## config.mk

```make
export PLATFORM = sky130hd
export DESIGN_NAME = adc_queue_seq
export DESIGN_NICKNAME = d
export VERILOG_FILES = /design/src/rtl/adc_queue_seq.sv
export SDC_FILE = /design/constraint.sdc
export NUM_CORES = 1
export LEC_CHECK = 0
export BUFFER_PORTS_ARGS = -buffer_cell sky130_fd_sc_hd__buf_2
export CAP_MARGIN = 20
export CORE_ASPECT_RATIO = 1.25
export CORE_MARGIN = 3
export CORE_UTILIZATION = 58
export DETAILED_ROUTE_END_ITERATION = 6
export PLACE_DENSITY = 0.79
export SLEW_MARGIN = 30
export SYNTH_ARGS = -nofsm -noshare
export SYNTH_HDL_FRONTEND = slang
export SYNTH_SLANG_ARGS = --single-unit
```

## constraint.sdc

```tcl
create_clock -name clk -period 4 [get_ports clk]
set_input_delay 0.6 -clock clk [delete_from_list [all_inputs] [get_ports clk]]
set_output_delay 0.6 -clock clk [all_outputs]
set_load 0.02 [all_outputs]
```

## src/rtl/adc_queue_seq.sv

```systemverilog
module adc_queue_seq #(
  parameter int CH_W   = 5,
  parameter int NUM_CH = 24,
  parameter int RES_W  = 12,
  parameter int QMAX   = 8
) (
  input  logic             clk,
  input  logic             rst_n,
  input  logic             reg_wr,
  input  logic             reg_rd,
  input  logic [1:0]       reg_addr,
  input  logic [7:0]       reg_wdata,
  output logic [7:0]       reg_rdata,
  output logic             conv_start,
  output logic [CH_W-1:0]  conv_chan,
  input  logic             conv_done,
  input  logic [RES_W-1:0] conv_result,
  output logic             irq
);
  localparam int QW  = $clog2(QMAX);
  localparam int CW  = QW + 1;
  localparam logic [CH_W-1:0] IDLE = '1;

  logic            ie, cont, qen, flag, busy;
  logic [CH_W-1:0] ch_reg;
  logic [QW-1:0]   depth, idx;
  logic [CW-1:0]   cnt;
  logic [RES_W-1:0] result;
  logic [CH_W-1:0] fifo [QMAX];

  wire [CH_W-1:0] wch     = reg_wdata[CH_W-1:0];
  wire            ch_ok   = 32'(wch) < NUM_CH;
  wire            wr_ctrl = reg_wr && reg_addr == 2'd0;
  wire            wr_cfg  = reg_wr && reg_addr == 2'd1;
  wire            rd_lo   = reg_rd && reg_addr == 2'd3;
  wire [CW-1:0]   depth_n = {1'b0, depth} + CW'(1);
  wire            push    = wr_ctrl && qen && ch_ok && cnt < depth_n;

  assign irq = flag & ie;

  always_comb begin
    case (reg_addr)
      2'd0:    reg_rdata = {flag, ie, cont, ch_reg};
      2'd1:    reg_rdata = {4'b0, qen, depth};
      2'd2:    reg_rdata = 8'(result >> 8);
      default: reg_rdata = result[7:0];
    endcase
  end

  always_ff @(posedge clk)
    if (push) fifo[cnt[QW-1:0]] <= wch;

  always_ff @(posedge clk or negedge rst_n) begin
    if (!rst_n) begin
      ie <= 1'b0; cont <= 1'b0; ch_reg <= IDLE;
      qen <= 1'b0; depth <= '0; flag <= 1'b0; busy <= 1'b0;
      result <= '0; conv_start <= 1'b0; conv_chan <= '0;
      cnt <= '0; idx <= '0;
    end else begin
      conv_start <= 1'b0;
      if (rd_lo) flag <= 1'b0;
      if (wr_ctrl) begin
        flag <= 1'b0;
        ie <= reg_wdata[6]; cont <= reg_wdata[5]; ch_reg <= wch;
        if (!qen) begin
          busy <= ch_ok;
          if (ch_ok) begin
            conv_start <= 1'b1;
            conv_chan  <= wch;
          end
        end else if (wch == IDLE) begin
          busy <= 1'b0; cnt <= '0; idx <= '0;
        end else if (push) begin
          cnt <= cnt + CW'(1);
          if (cnt + CW'(1) == depth_n && !busy) begin
            busy <= 1'b1; idx <= '0; conv_start <= 1'b1;
            conv_chan <= (cnt == '0) ? wch : fifo[0];
          end
        end
      end else if (wr_cfg) begin
        qen <= reg_wdata[3]; depth <= reg_wdata[QW-1:0];
        busy <= 1'b0; cnt <= '0; idx <= '0;
      end else if (busy && conv_done) begin
        flag <= 1'b1;
        result <= conv_result;
        if (!qen) begin
          if (cont) conv_start <= 1'b1;
          else      busy <= 1'b0;
        end else if (idx == depth) begin
          if (cont) begin
            idx <= '0; conv_start <= 1'b1; conv_chan <= fifo[0];
          end else begin
            busy <= 1'b0; cnt <= '0; idx <= '0;
          end
        end else begin
          idx <= idx + QW'(1);
          conv_start <= 1'b1;
          conv_chan <= fifo[idx + QW'(1)];
        end
      end
    end
  end

  AST_START_VALID_CH: assert property (@(posedge clk) disable iff (!rst_n)
    conv_start |-> 32'(conv_chan) < NUM_CH);
  AST_FLAG_FROM_DONE: assert property (@(posedge clk) disable iff (!rst_n)
    $rose(flag) |-> $past(conv_done && busy));
  AST_QUEUE_BOUND: assert property (@(posedge clk) disable iff (!rst_n)
    cnt <= depth_n);
  AST_QUEUE_FLUSH: assert property (@(posedge clk) disable iff (!rst_n)
    (wr_ctrl && qen && wch == IDLE) |=> (!busy && cnt == '0));
  AST_CFG_STOP: assert property (@(posedge clk) disable iff (!rst_n)
    wr_cfg |=> !busy && !conv_start);
  AST_START_PULSE: assert property (@(posedge clk) disable iff (!rst_n)
    (conv_start && !conv_done && !reg_wr) |=> !conv_start);
endmodule

```

==> flow_summary_export.csv <==
group,metric,value,unit
timing,fmax,333,MHz
timing,hold_viol_final,0,
final_layout,nets,338,
synth,ys.flop_type,"edfxtp_1",
synth,ys_top_cells_by_count,"edfxtp_1 (40), dfrtp_1 (33), mux2_2 (23), nand2_1 (20), mux4_2 (14)",
synth,mappedNetlistArea,3730,µm²
power,power_density,620,nW/µm²
clocking,cts_hold_buf,0,
synth,syn_nets,291,
floorplanning,die_w,77.8,µm
detailed_routing,drt_wl_total,7.27,mm
power,p_leak,1.71,nW
floorplanning,die_y,95.7,µm
clocking,cts_sinks,78,
detailed_routing,vias_per_cell,5.84,
power,irDropWorstVdd,0.492,mV
grt,antenna_found_initial,0,
worst_setup_path,cp-startpoint,"depth[0]",
timing,timing.final.crit_share,75.0,%
timing,timing.hold.ws,0.358,ns
grt,grt_pass1_wl,11.7,mm
detailed_routing,drcViolationCount,0,
worst_setup_path,critical_path_class,"flop to flop",
grt,grtUsageTotal,21.4,%
detailed_routing,drt_iter0_markers,216,
synth,ys_types,41,
clocking,post_cts_buffers,0,
synth,synth_edf_count,40,
timing,fin_skew,0.00896,ns
placement,dp_cells,377,
grt,gr-total-overflow,0,
synth,synth_top_cells_by_area,"edfxtp_1 (32%), dfrtp_1 (22%), mux4_2 (8.4%), mux2_2 (6.9%), dfstp_2 (3.5%)",
worst_setup_path,cp_max_fo,6,
clocking,cts_buffers,9,
timing,tns,0,ns
final_layout,drive_above_1_share,36.0,%
power,design_power_total,2.61,mW
worst_setup_path,end_kind,"flop",
worst_setup_path,worstRegToRegCells,8,
worst_setup_path,cp-start-kind,"flop",
detailed_routing,num_vias,2294,
clocking,cts-root-buf,"clkbuf_8",
worst_setup_path,worstPathRequired,3.97,ns
final_layout,fin_cells,393,
synth,synth_top_cell_by_area,"edfxtp_1",
timing,final.min_clock_period,3.00,ns
timing,maxSlewHeadroom,41.5,%
floorplanning,dieArea,7440,µm²
worst_setup_path,r2r_slack,1.0,ns
floorplanning,io_pins,42,
timing,rsz0062_at_grt,"false",
synth,synth-async-reset-ratio,48.7,%
detailed_routing,ant_nets,0,
floorplanning,row_count,32,
worst_setup_path,endpoint,"fifo[4][3]",
clocking,post_cts_resized,0,
synth,yosysWarnings,0,
grt,grt_pass1_vias,2307,
job,maxCapViolCount,0,
timing,slew_viol_final,0,
timing,final.setup.worst_slack,0.999,ns
final_layout,largest_reg_flops,40,
timing,worst_slew_pin_slew,0.878,ns
status,status,"finished clean",
synth,yosysMostFrequentCell,"edfxtp_1",
clocking,cts_tree,"done",
clocking,htreeDepth,3,
placement,gp_congestion,0.887,
clocking,clk_pin_slew_worst_paths,0.08,ns
placement,hpwlAfterDp,5.09,mm
synth,ys_seq_area_share,57.8,%
worst_setup_path,r2r_end,"fifo[4][3]",
synth,synthCells,256,
worst_setup_path,r2r_start,"depth[0]",
grt,grt_max_degree,39,
placement,port-buffer-count,40,
clocking,clock_tree.buffer_depth,2,
clocking,clk_latency,0.35,ns
final_layout,diodes,0,
floorplanning,core,6210,µm²
timing,setup_viol,0,
hold_path,worst_hold_path_type,"input port to async pin",
detailed_routing,detail_route.first_pass.iterations,4,
worst_setup_path,arrival,2.97,ns
detailed_routing,post_drt_wl_per_cell,18.5,µm
final_layout,area_growth,12.7,%
synth,syn_area_per_cell,14.6,µm²
synth,synth_top_area_share,32.2,%
placement,pre_cts_slack,1.02,ns
synth,yosys_register_bits,78,
floorplanning,initial_core_util,60.2,%
[cell families after synthesis]
family	Yosys count	share of synthesized area, %
flops	78	57.8
simple gates	60	9.69
mux	50	18.9
compound gates	30	5.70
buf+inv	21	2.78
xor+xnor	9	2.48
fa+ha+maj	8	2.68
[how the worst min path moves through the flow]
| stage | endpoint | slack, ns | cells after the start |
|---|---|---|---|
| 6_report | cnt[0] | 0.36 | 1 |
| 2_1_floorplan | busy | 0.30 | 0 |
| 3_3_place_gp | result[0] | 0.48 | 1 |
| 5_1_grt | cnt[0] | 0.41 | 1 |
| 4_1_cts | cnt[2] | 0.39 | 1 |
| 3_5_place_dp | result[2] | 0.49 | 1 |
[power by group]
part,leakage (nW),internal (mW),switching [mW]
registers,0.815,0.991,0.115
clock network,0.0917,0.265,0.286
logic,0.807,0.464,0.488
[layer usage]
metal / global-route usage, % / share of wire (%) / up-vias
met5: 0 / 0 / -
met4: 7.86 / 1.3 / 0
met3: 5.06 / 5.5 / 8
met2: 35.8 / 54 / 69
met1: 27.3 / 39 / 1153
li1: - / - / 1064
[final cells by class]
| cell class | instances | area [µm²] |
|---|---|---|
| flip-flops and latches | 78 | 2160 |
| well taps | 85 | 106 |
| clock inverters | 4 | 30.0 |
| fillers | 451 | 2000 |
| repair buffers | 46 | 245 |
| multi-input cells | 157 | 1470 |
| inverters | 11 | 41.3 |
| clock buffers | 12 | 156 |
[worst max-delay path, cell delays in order, from the launching register on]
cell and delay, ns:
dfrtp_1 0.47, ha_1 0.24, xnor2_1 0.24, ha_1 0.28, o21ai_0 0.14, a21oi_1 0.13
nor3_4 0.30, nand2_1 0.14, nor3_1 0.68
[per-stage QoR]
step                utilization (%)  instance area, µm²
floorplan                         -                3730
global placement               64.8                4020
detailed placement             64.8                4020
CTS                            67.8                4210
global route                   67.8                4210
finish                         67.8                4210
[placed cells by master, fill, tap and decap left out, types with 2 or more instances in the layout]
master and n:
edfxtp_1 40, buf_2 40, dfrtp_1 33, mux2_2 23, nand2_1 20, mux4_2 14
mux2i_1 13, inv_1 11, clkbuf_8 9, nor2_1 8, ha_1 8, o221ai_1 7
xnor2_1 6, a21oi_1 6, buf_4 6, a22o_1 5, o21ai_0 5, nand3_1 5
dfstp_2 5, nor4_1 4, nor3_1 4, and2_1 3, nand3_2 3, nand2b_1 3
nor3_4 2, xor2_1 2, a31oi_1 2, o21ai_1 2, clkinv_4 2, clkbuf_1 2
No activity file was read; power rests on OpenSTA's default activity.
